### config.mk
export PLATFORM = sky130hd
export DESIGN_NAME = pbus_rd_seq
export DESIGN_NICKNAME = d
export VERILOG_FILES = /design/src/rtl/pbus_pkg.sv /design/src/rtl/pbus_tick_cnt.sv /design/src/rtl/pbus_cfg_chk.sv /design/src/rtl/pbus_addr_step.sv /design/src/rtl/pbus_rd_seq.sv
export SDC_FILE = /design/constraint.sdc
export NUM_CORES = 1
export LEC_CHECK = 0
export BUFFER_PORTS_ARGS = -buffer_cell sky130_fd_sc_hd__buf_2
export CAP_MARGIN = 20
export CORE_MARGIN = 1
export CORE_UTILIZATION = 28
export CTS_CLUSTER_SIZE = 28
export DETAILED_ROUTE_END_ITERATION = 12
export PLACE_DENSITY_LB_ADDON = 0.1
export SYNTH_ARGS = -nofsm -noshare
export SYNTH_HDL_FRONTEND = slang
export SYNTH_HIERARCHICAL = 1
export SYNTH_SLANG_ARGS = --single-unit
### constraint.sdc
create_clock -name clk_i -period 8.5 [get_ports clk_i]
set_clock_uncertainty 0.15 [all_clocks]
set_input_delay 1.7 -clock clk_i [delete_from_list [all_inputs] [get_ports clk_i]]
set_output_delay 1.7 -clock clk_i [all_outputs]
set_load 0.05 [all_outputs]
### src/rtl/pbus_pkg.sv
package pbus_pkg;
  typedef enum logic [1:0] {
    ST_IDLE = 2'd0,
    ST_ALE  = 2'd1,
    ST_ACC  = 2'd2,
    ST_HOLD = 2'd3
  } rd_state_e;

  localparam int unsigned LOW_A_W  = 3;
  localparam int unsigned NARROW_W = 8;
endpackage

### src/rtl/pbus_tick_cnt.sv
// Load-or-count-down timer; stops at zero.
module pbus_tick_cnt #(
  parameter int unsigned W = 8
) (
  input  logic         clk_i,
  input  logic         rst_ni,
  input  logic         load_i,
  input  logic [W-1:0] val_i,
  output logic         one_o,
  output logic         zero_o
);
  logic [W-1:0] cnt_q;

  always_ff @(posedge clk_i or negedge rst_ni) begin
    if (!rst_ni)            cnt_q <= '0;
    else if (load_i)        cnt_q <= val_i;
    else if (cnt_q != '0)   cnt_q <= cnt_q - 1'b1;
  end

  assign one_o  = (cnt_q == W'(1));
  assign zero_o = (cnt_q == '0);
endmodule

### src/rtl/pbus_cfg_chk.sv
module pbus_cfg_chk #(
  parameter int unsigned TW = 8
) (
  input  logic [TW-1:0] acc_first_i,
  input  logic [TW-1:0] rd_setup_i,
  input  logic [TW-1:0] rd_hold_i,
  input  logic [TW-1:0] turn_off_i,
  output logic          err_o
);
  assign err_o = (rd_setup_i >= acc_first_i) || (rd_hold_i >= turn_off_i);
endmodule

### src/rtl/pbus_addr_step.sv
module pbus_addr_step
  import pbus_pkg::*;
(
  input  logic               clk_i,
  input  logic               rst_ni,
  input  logic               load_i,
  input  logic [LOW_A_W-1:0] start_i,
  input  logic               step_i,
  input  logic               wide_i,
  output logic [LOW_A_W-1:0] a_o
);
  logic [LOW_A_W-1:0] a_q;
  logic [LOW_A_W-1:0] inc;

  assign inc = wide_i ? LOW_A_W'(2) : LOW_A_W'(1);

  always_ff @(posedge clk_i or negedge rst_ni) begin
    if (!rst_ni)      a_q <= '0;
    else if (load_i)  a_q <= start_i;
    else if (step_i)  a_q <= a_q + inc;  // wraps modulo 8
  end

  assign a_o = a_q;
endmodule

### src/rtl/pbus_rd_seq.sv
module pbus_rd_seq
  import pbus_pkg::*;
#(
  parameter int unsigned DATA_W = 16,
  parameter int unsigned TW     = 8,
  parameter int unsigned BEAT_W = 4
) (
  input  logic                clk_i,
  input  logic                rst_ni,
  input  logic [TW-1:0]       cfg_acc_first_i,
  input  logic [TW-1:0]       cfg_acc_next_i,
  input  logic [TW-1:0]       cfg_rd_setup_i,
  input  logic [TW-1:0]       cfg_rd_hold_i,
  input  logic [TW-1:0]       cfg_turn_off_i,
  input  logic                cfg_bus16_i,
  output logic                cfg_err_o,
  input  logic                req_valid_i,
  input  logic [DATA_W-1:0]   req_addr_i,
  input  logic [BEAT_W-1:0]   req_beats_i,
  output logic                req_ready_o,
  output logic                busy_o,
  output logic                bus_ale_o,
  output logic                bus_cs_o,
  output logic                bus_oe_o,
  output logic [LOW_A_W-1:0]  bus_a_o,
  output logic [DATA_W-1:0]   bus_ad_o,
  output logic                bus_ad_oe_o,
  input  logic [DATA_W-1:0]   bus_ad_i,
  output logic                rsp_valid_o,
  output logic [DATA_W-1:0]   rsp_data_o,
  output logic                rsp_last_o
);
  localparam int unsigned HI_W = DATA_W - NARROW_W;

  rd_state_e          st_q;
  logic               ale_q, cs_q, oe_q, ad_oe_q;
  logic [DATA_W-1:0]  ad_q;
  logic [BEAT_W-1:0]  beats_q;
  logic               rsp_valid_q, rsp_last_q;
  logic [DATA_W-1:0]  rsp_data_q;

  // timing captured at acceptance
  logic [TW-1:0]      af_q, an_q, hold_q, toff_q;
  logic               b16_q;

  logic               accept, sample, last_beat;
  logic               ph_load, ph_one, ph_zero;
  logic [TW-1:0]      ph_val, an_eff;
  logic               su_one, su_zero;
  logic               gap_zero, gap_one;
  logic [DATA_W-1:0]  narrow_data;

  pbus_cfg_chk #(.TW(TW)) u_cfg (
    .acc_first_i (cfg_acc_first_i),
    .rd_setup_i  (cfg_rd_setup_i),
    .rd_hold_i   (cfg_rd_hold_i),
    .turn_off_i  (cfg_turn_off_i),
    .err_o       (cfg_err_o)
  );

  assign req_ready_o = (st_q == ST_IDLE) && gap_zero && !cfg_err_o;
  assign busy_o      = (st_q != ST_IDLE) || !gap_zero;
  assign accept      = req_valid_i && req_ready_o;
  assign sample      = (st_q == ST_ACC) && ph_one;
  assign last_beat   = sample && (beats_q == '0);
  assign an_eff      = (an_q == '0) ? TW'(1) : an_q;

  // phase timer: first access, next access, hold
  always_comb begin
    ph_load = 1'b0;
    ph_val  = '0;
    if (st_q == ST_ALE) begin
      ph_load = 1'b1;
      ph_val  = af_q;
    end else if (last_beat) begin
      ph_load = 1'b1;
      ph_val  = hold_q;
    end else if (sample) begin
      ph_load = 1'b1;
      ph_val  = an_eff;
    end
  end

  pbus_tick_cnt #(.W(TW)) u_ph (
    .clk_i  (clk_i),
    .rst_ni (rst_ni),
    .load_i (ph_load),
    .val_i  (ph_val),
    .one_o  (ph_one),
    .zero_o (ph_zero)
  );

  pbus_tick_cnt #(.W(TW)) u_su (
    .clk_i  (clk_i),
    .rst_ni (rst_ni),
    .load_i (accept),
    .val_i  (cfg_rd_setup_i),
    .one_o  (su_one),
    .zero_o (su_zero)
  );

  // turnaround; loaded one short so the accepting edge lands exactly on the limit
  pbus_tick_cnt #(.W(TW)) u_gap (
    .clk_i  (clk_i),
    .rst_ni (rst_ni),
    .load_i (last_beat),
    .val_i  (toff_q - TW'(1)),
    .one_o  (gap_one),
    .zero_o (gap_zero)
  );

  pbus_addr_step u_addr (
    .clk_i   (clk_i),
    .rst_ni  (rst_ni),
    .load_i  (accept),
    .start_i (req_addr_i[LOW_A_W-1:0]),
    .step_i  (sample && !last_beat),
    .wide_i  (b16_q),
    .a_o     (bus_a_o)
  );

  generate
    if (HI_W > 0) begin : g_narrow_pad
      assign narrow_data = {{HI_W{1'b0}}, bus_ad_i[NARROW_W-1:0]};
    end else begin : g_narrow_full
      assign narrow_data = bus_ad_i;
    end
  endgenerate

  always_ff @(posedge clk_i or negedge rst_ni) begin
    if (!rst_ni) begin
      st_q        <= ST_IDLE;
      ale_q       <= 1'b0;
      cs_q        <= 1'b0;
      oe_q        <= 1'b0;
      ad_oe_q     <= 1'b0;
      ad_q        <= '0;
      beats_q     <= '0;
      rsp_valid_q <= 1'b0;
      rsp_last_q  <= 1'b0;
      rsp_data_q  <= '0;
      af_q        <= '0;
      an_q        <= '0;
      hold_q      <= '0;
      toff_q      <= '0;
      b16_q       <= 1'b0;
    end else begin
      rsp_valid_q <= 1'b0;
      rsp_last_q  <= 1'b0;
      unique case (st_q)
        ST_IDLE: begin
          if (accept) begin
            st_q    <= ST_ALE;
            ale_q   <= 1'b1;
            cs_q    <= 1'b1;
            ad_oe_q <= 1'b1;
            ad_q    <= req_addr_i;
            oe_q    <= (cfg_rd_setup_i == '0);
            beats_q <= req_beats_i;
            af_q    <= cfg_acc_first_i;
            an_q    <= cfg_acc_next_i;
            hold_q  <= cfg_rd_hold_i;
            toff_q  <= cfg_turn_off_i;
            b16_q   <= cfg_bus16_i;
          end
        end
        ST_ALE: begin
          ale_q   <= 1'b0;
          ad_oe_q <= 1'b0;
          st_q    <= ST_ACC;
          if (su_one) oe_q <= 1'b1;
        end
        ST_ACC: begin
          if (su_one) oe_q <= 1'b1;
          if (sample) begin
            rsp_valid_q <= 1'b1;
            rsp_data_q  <= b16_q ? bus_ad_i : narrow_data;
            rsp_last_q  <= last_beat;
            if (last_beat) begin
              oe_q <= 1'b0;
              if (hold_q == '0) begin
                cs_q <= 1'b0;
                st_q <= ST_IDLE;
              end else begin
                st_q <= ST_HOLD;
              end
            end else begin
              beats_q <= beats_q - 1'b1;
            end
          end
        end
        ST_HOLD: begin
          if (ph_one) begin
            cs_q <= 1'b0;
            st_q <= ST_IDLE;
          end
        end
        default: st_q <= ST_IDLE;
      endcase
    end
  end

  assign bus_ale_o   = ale_q;
  assign bus_cs_o    = cs_q;
  assign bus_oe_o    = oe_q;
  assign bus_ad_o    = ad_q;
  assign bus_ad_oe_o = ad_oe_q;
  assign rsp_valid_o = rsp_valid_q;
  assign rsp_data_o  = rsp_data_q;
  assign rsp_last_o  = rsp_last_q;

  // status-only counter outputs
  logic unused_flags;
  assign unused_flags = ph_zero ^ su_zero ^ gap_one;
endmodule

After elaboration in Yosys (flattened, before gate mapping)

Cells that the tools add are included.

Memories: 0
Input bits: 80
Latch bits: 0
Bits in writable memories: 0
ROM bits: 0
Word-level logic and storage cells: 115
Bits in registers: 103

Magnitude comparators: 2
Bitwise logic cells: 0
Multiplexer cells: 42
Shift operators: 0
Divide/modulo/power cells: 0
Add/sub/neg operators: 6
Reductions and logical operators: 36
Multipliers: 0
Eq/ne operators: 11

Operators by type and width:

| cell                                              | count |
|---|---|
| two-way mux 8 bit                                 | 10 |
| zero test 8 bit                                   | 4 |
| subtractor 8 x 1 -> 8 bit (second input constant) | 4 |
| nonzero test 8 bit                                | 3 |
| == test 8 x 1 -> 1 bit (second input constant)    | 2 |
| >= comparator 8 bit                               | 2 |
| two-way mux 16 bit                                | 1 |
| two-way mux 1 bit                                 | 15 |
| nonzero test 2 bit                                | 7 |
| two-way mux 2 bit                                 | 6 |
| two-way mux 4 bit                                 | 3 |
| inequality test 2 bit (second input constant)     | 5 |
| case mux 2 bit (4 select lines)                   | 1 |
| case mux 4 bit (2 select lines)                   | 1 |
| AND reduction 2 bit                               | 4 |
| AND reduction 4 bit                               | 2 |
| logical AND 1 bit                                 | 6 |
| two-way mux 3 bit                                 | 2 |
| case mux 1 bit (3 select lines)                   | 2 |
| AND reduction 6 bit                               | 1 |
| nonzero test 3 bit                                | 2 |
| == test 2 bit (second input constant)             | 2 |
| zero test 4 bit                                   | 1 |
| subtractor 4 x 1 -> 4 bit (second input constant) | 1 |
| 7 further kinds                                   | 10 |

Logic depth before layout (Yosys ltp)

Gate-level depths: netlist of run 1.

Depth in word-level cells: 7
Gate-level depth with buffers: 12

Cells and area by module

The synthesis of run 1 kept the hierarchy.

Modules (own cells, without submodules):

| module                     | instances | seq. area each (µm²) | area each (µm²) | cells each |
|---|---|---|---|---|
| pbus_rd_seq                | 1         | 1901.8               | 3503.4          | 385 |
| pbus_tick_cnt at u_gap ... | 2         | 200.2                | 510.5           | 58 |
| pbus_tick_cnt at u_su      | 1         | 200.2                | 530.5           | 56 |
| pbus_cfg_chk               | 1         | 0.0                  | 387.9           | 51 |
| pbus_addr_step             | 1         | 75.1                 | 197.7           | 19 |

Least setup slack after synthesis of run 1

Ideal clock, no wire load.

Path type: input port to output port
Start point: input port cfg_rd_setup_i[0]
End point: output port req_ready_o
Setup slack: 2.991 ns
Arrival: 3.659 ns
Buffers on the path: 0
Stages: 7
Cells stage by stage: inv_1 > ha_1 > nand2b_1 > a2111oi_1 > or4_1 > o211ai_2 > nor2_1

Cells in the longest elaborated chain, start to end: 4

RTL lines:

| element             | line               | source |
|---|---|---|
| from (decl)         | pbus_rd_seq.sv:12  | `input logic [TW-1:0] cfg_rd_setup_i,` |
| >= comparator 8 bit | pbus_cfg_chk.sv:10 | `assign err_o = (rd_setup_i >= acc_first_i) \|\| (rd_hold_i >= turn_off_i);` |
| logical OR 1 bit    | pbus_cfg_chk.sv:10 |  |
| via cfg_err_o       | pbus_rd_seq.sv:16  | `output logic cfg_err_o,` |
| zero test 1 bit     | pbus_rd_seq.sv:61  | `assign req_ready_o = (st_q == ST_IDLE) && gap_zero && !cfg_err_o;` |
| logical AND 1 bit   | pbus_rd_seq.sv:61  |  |
| to (decl)           | pbus_rd_seq.sv:20  | `output logic req_ready_o,` |

The timed path passes the listed nets, and every way through them passes these cells.

Worst setup path in the final report of run 1

Start point: input port cfg_rd_setup_i[0]
End point: output port req_ready_o

Cells in the longest elaborated chain, start to end: 4

RTL lines:

| element             | line |
|---|---|
| >= comparator 8 bit | pbus_cfg_chk.sv:10 |
| logical OR 1 bit    | pbus_cfg_chk.sv:10 |
| zero test 1 bit     | pbus_rd_seq.sv:61 |
| logical AND 1 bit   | pbus_rd_seq.sv:61 |

No other way between the ends.

==> results of run 1 <==
## worst max path at each step
stage                                  from           to  cells past startpoint
final                     cfg_rd_setup_i[0]  req_ready_o                      9
after global routing      cfg_rd_setup_i[0]  req_ready_o                      9
after CTS                 cfg_rd_setup_i[0]  req_ready_o                      9
after detailed placement  cfg_rd_setup_i[0]  req_ready_o                      9
after global placement    cfg_rd_setup_i[0]  req_ready_o                      9
after floorplan           cfg_rd_setup_i[0]  req_ready_o                      7
## stage by stage
stage          setup WS (ps)  cells  area [um^2]  hold WS [ps]
2_1_floorplan           2990    624         5610           296
3_3_place_gp            3220    992         6480           302
3_5_place_dp            3220    992         6480           308
4_1_cts                 3200   1008         6820           325
5_1_grt                 3070   1008         6820           340
6_report                3240   1009         6820           321
## flip-flops by register name (all words and copies together) (netlist names)
name / count
bus_ad_o: 16
rsp_data_o: 16
af_q: 8
an_q: 8
hold_q: 8
toff_q: 8
u_gap/cnt_q: 8
u_ph/cnt_q: 8
u_su/cnt_q: 8
beats_q: 4
u_addr/a_o: 3
st_q: 2
b16_q: 1
bus_ad_oe_o: 1
bus_cs_o: 1
bus_oe_o: 1
rsp_last_o: 1
rsp_valid_o: 1
## layout make-up
cell class / count / area [um^2] / share of cell area
Timing Repair Buffer: 126 / 641 / 0.0940
Multi-Input combinational cell: 453 / 2760 / 0.405
Antenna cell: 1 / 2.50 / 0.000367
Clock buffer: 10 / 229 / 0.0336
Tap cell: 265 / 332 / 0.0486
Sequential cell: 103 / 2580 / 0.378
Inverter: 45 / 169 / 0.0248
Clock inverter: 6 / 109 / 0.0160
## power breakdown
part / internal (mW) / switching (mW) / total (mW)
logic: 0.0227 / 0.0329 / 0.0556
clock network: 0.288 / 0.190 / 0.478
registers: 0.490 / 0 / 0.490
total: 0.800 / 0.223 / 1.02
## critical path: stages
cell       delay [ps]
buf_2              90
inv_1              40
ha_1              250
nand2b_1          140
a2111oi_1         390
or4_1             240
o211ai_2          160
nor2_1            130
buf_2             260
## per-layer routing
metal / vias up / GRT usage
met5: - / 0
met4: 0 / 0.0442
met3: 12 / 0.0373
met2: 111 / 0.246
met1: 2251 / 0.214
li1: 2362 / -
==> qor.yml, run 1 <==
status:
  status: "finished clean"
clocking:
  clock_latency_ps: 350
  cts_tree: "yes"
  cts_buffers: 9
  path_clk_slew_ps: 70
  postCtsSetupBuffers: 0
  h-tree-depth: 3
  cts_hold_buf: 0
  cts_root_buf: "clkbuf_16"
  clock-sinks: 103
  cts-resized-gates: 0
  clockBufferDepth: 2
grt:
  grtUsageTotal: 0.157
  grt_pass1_vias: 4706
  grt_first_pass_wirelength_um: 24700
  grt_overflow: 0
  grt_max_degree: 74
  antenna_found_initial: 1
floorplanning:
  pin_count: 124
  rows: 51
  start_util: 0.287
  die_x_um: 144
  die_y_um: 144
  core_um2: 19600
  fp.dieArea_um2: 20600
setup_path:
  r2r-start: "u_ph/cnt_q[5]"
  crit_required_ps: 6650
  rr_endpoint: "u_ph/cnt_q[6]"
  critPathMaxFanout: 4
  reg2reg_slack_ps: 5120
  ff2ff_path_depth: 8
  crit_path_end_kind: "output port"
  worst-setup-path-type: "input port to output port"
  cp.arrival_ps: 3410
  startpoint_type: "input port"
yosys:
  postSynthAreaPerCell_um2: 9.00
  syn_area_um2: 5610
  syn_nets: 735
  yosys_warnings: 6
  syn_inst: 624
route:
  wl_met3_um: 777
  drcViolationCount: 0
  drt-initial-drc-count: 224
  route.met2.wl_um: 6800
  routedWlPerCell_um: 15.2
  wl_met1_um: 7560
  dr.max_layer_used: "met4"
  num_vias: 4736
  ant_nets: 0
  routed_wl_um: 15300
  vias_per_cell: 4.69
  firstDrtPassIters: 4
cells_and_area:
  fin_util: 0.348
  layout_commonest_cell: "nand2_1"
  nFillCells: 2065
  final_nets: 849
  layout_common_cells: "191 x nand2_1, 122 x buf_2, 103 x dfrtp_1"
  drive_gt1_frac: 0.219
  area_growth_pct: 21.4
flow_run:
  max-cap-violations: 0
pwr:
  powerDensity_nw_per_um2: 150
  p_leak_nw: 3.56
  peakVddDrop_uv: 79.8
  p_total_mw: 1.02
hold_path:
  min_path_type: "flop to flop"
  holdPathEnd: "bus_ad_o[14]"
  hp-start: "bus_ad_o[14]"
  min_path_cells: 2
timing:
  worst_pin_slew_ps: 908
  min_period_ps: 5260
  hold_viol: 0
  rsz0062_at_grt: "false"
  setup_viol: 0
  fmax_ghz: 0.190
  finalCritPeriodShare: 0.619
  setup_tns_ps: 0
  slew_headroom: 0.394
  final_max_slew_viol_count: 0
placed_design:
  gp_congestion: 0.834
  dp_hpwl_um: 11200
  portBuffers: 123
Note: power is estimated with default switching activity, not from simulation.
==> run 2: changes to the inputs <==
ABC_AREA = 1   (was not set)
clock period = 5.04 ns   (was 8.5 ns; I/O delays follow)
==> run 2 against run 1 <==
  * Routed wire length increased by 0.58%
  * Die area rose by 4.5%
  * Critical path depth grew 2
  * Non-clock buffer count up 2
  * Largest power group is now combinational cells
  * Via count grew 5.4%
  * Clock power is 39% higher
  * Synthesized cell count up 25%
  * Combinational power grew to 38 times the previous value
  * Register-to-register slack lost 3200 ps
  * Clock-buffer cell count increased by 1
  * Critical path type unchanged
==> qor.yml, run 2 <==
floorplanning:
  die_x_um: 147
  rows: 52
  start_util: 0.288
  core_um2: 20400
  pin_count: 124
  fp.dieArea_um2: 21600
  die_y_um: 147
setup_path:
  critPathMaxFanout: 2
  startpoint_type: "input port"
  path_buf_inv: 4
  crit_family: "simple AND/OR/NAND/NOR gates"
  cp.arrival_ps: 2460
  crit_path_end_kind: "output port"
  crit_required_ps: 3880
  crit_chain: "buf_2 -> inv_1 -> ha_1 -> clkinv_1 -> nor2_1 -> o21bai_1 -> nand2_1 -> nand2_1 -> nand3_1 -> nor2_4 -> buf_2"
  worst-setup-path-type: "input port to output port"
  critical-path-max-stage-delay_ps: 300
  crit_path_top_delay_cell: "ha_1"
timing:
  final_max_slew_viol_count: 0
  worst_pin_slew_ps: 909
  min_period_ps: 3620
  fmax_ghz: 0.276
  slew_headroom: 0.393
  setup_viol: 0
  rsz0062_at_grt: "false"
  finalCritPeriodShare: 0.718
  setup_tns_ps: 0
  hold_viol: 0
route:
  ant_nets: 0
  routedWlPerCell_um: 13.1
  drt-initial-drc-count: 200
  routed_wl_um: 15400
  drcViolationCount: 0
  num_vias: 4991
  firstDrtPassIters: 4
  vias_per_cell: 4.26
grt:
  grt_pass1_vias: 5099
  grt_overflow: 0
  grtUsageTotal: 0.152
  antenna_found_initial: 0
  grt_max_degree: 53
  grt_first_pass_wirelength_um: 25700
clocking:
  cts-resized-gates: 0
  cts_root_buf: "clkbuf_16"
  clock_latency_ps: 350
  cts_tree: "yes"
  clock-sinks: 103
  cts_hold_buf: 0
  path_clk_slew_ps: 70
  cts_buffers: 9
  postCtsSetupBuffers: 0
  clockBufferDepth: 2
  h-tree-depth: 3
cells_and_area:
  layout_commonest_cell: "nand2_1"
  drive_gt1_frac: 0.211
  design_area_um2: 7030
  area_growth_pct: 19.7
  layout_common_cells: "321 x nand2_1, 122 x buf_2, 103 x dfrtp_1"
  n_antenna_cell: 0
  final_nets: 1007
placed_design:
  portBuffers: 123
  dp_hpwl_um: 11600
  gp_congestion: 0.760
  post_dp_cell_area_um2: 6750
yosys:
  postSynthAreaPerCell_um2: 7.56
  yosys_warnings: 6
  syn_area_um2: 5870
  syn_inst: 777
  syn_nets: 888
pwr:
  powerDensity_nw_per_um2: 620
  p_leak_nw: 3.91
  peakVddDrop_uv: 243
hold_path:
  min_path_type: "flop to flop"
flow_run:
  max-cap-violations: 0
status:
  status: "finished clean"
==> run 2: cell count changes in the layout (fill, tap and decap cells not counted), sizes merged, moves of 12 or more <==
cell	change
a21oi	+13
inv	+33
mux2i	-12
nand2	+144
nand3	+23
nor2	+62
nor3	-15
o21ai	+19
==> run 2: through the flow <==
stage / util / hold slack [ps] / std cells / setup slack [ps] / power [mW]
final: 0.345 / 326 / 1171 / 1420 / 4.36
after global routing: 0.345 / 346 / 1171 / 1260 / 4.76
after CTS: 0.345 / 329 / 1171 / 1400 / 4.43
after detailed placement: 0.332 / 310 / 1155 / 1400 / 3.73
after global placement: 0.332 / 310 / 1155 / 1420 / 3.74
after floorplan: - / 299 / 777 / 1120 / 3.20
==> run 2: worst paths after layout <==
kind	startpoint	end	slack [ps]	depth (start not counted)
worst max-delay path	cfg_acc_first_i[1]	req_ready_o	1420	11
max in group asynchronous	rst_ni	u_ph/cnt_q[1]	3330	2
worst min-delay path	rsp_data_o[0]	rsp_data_o[0]	330	2
worst min register to register	rsp_data_o[0]	rsp_data_o[0]	330	2
min in group asynchronous	rst_ni	u_gap/cnt_q[6]	540	1
worst max register to register	u_ph/cnt_q[6]	u_ph/cnt_q[0]	1970	11
==> run 2: power by group <==
group | internal, mW | leakage [nW] | total (mW) | switching [mW]
Clock | 0.348 | 0.132 | 0.665 | 0.316
Combinational | 0.664 | 2.53 | 2.14 | 1.48
Sequential | 1.23 | 1.25 | 1.55 | 0.319
Total | 2.24 | 3.91 | 4.36 | 2.11
==> run 2: worst reg2reg max path: stages (launching register included) <==
cell	delay, ps
dfrtp_1	400
nor2_1	230
nand2_4	110
nor2_1	350
nand2_4	270
nor2_2	780
a21oi_1	220
a21oi_1	210
nand2_1	60
o21ai_0	90
nand2_1	90
o21ai_2	50
==> run 2: layout make-up <==
class	instances	area (um^2)
Fill cell	2213	13300
Timing Repair Buffer	128	656
Tap cell	270	338
Clock buffer	11	243
Inverter	81	305
Clock inverter	5	33.8
Multi-Input combinational cell	573	2880
Sequential cell	103	2580
==> run 2: routing by layer <==
| metal | up-vias | GRT usage | wire length, um | share of wire |
|---|---|---|---|---|
| li1 | 2640 | - | - | - |
| met1 | 2239 | 0.204 | 7590 | 0.49 |
| met2 | 102 | 0.246 | 6950 | 0.45 |
| met3 | 10 | 0.0329 | 685 | 0.045 |
| met4 | 0 | 0.0391 | 163 | 0.011 |
| met5 | - | 0 | 0 | 0 |
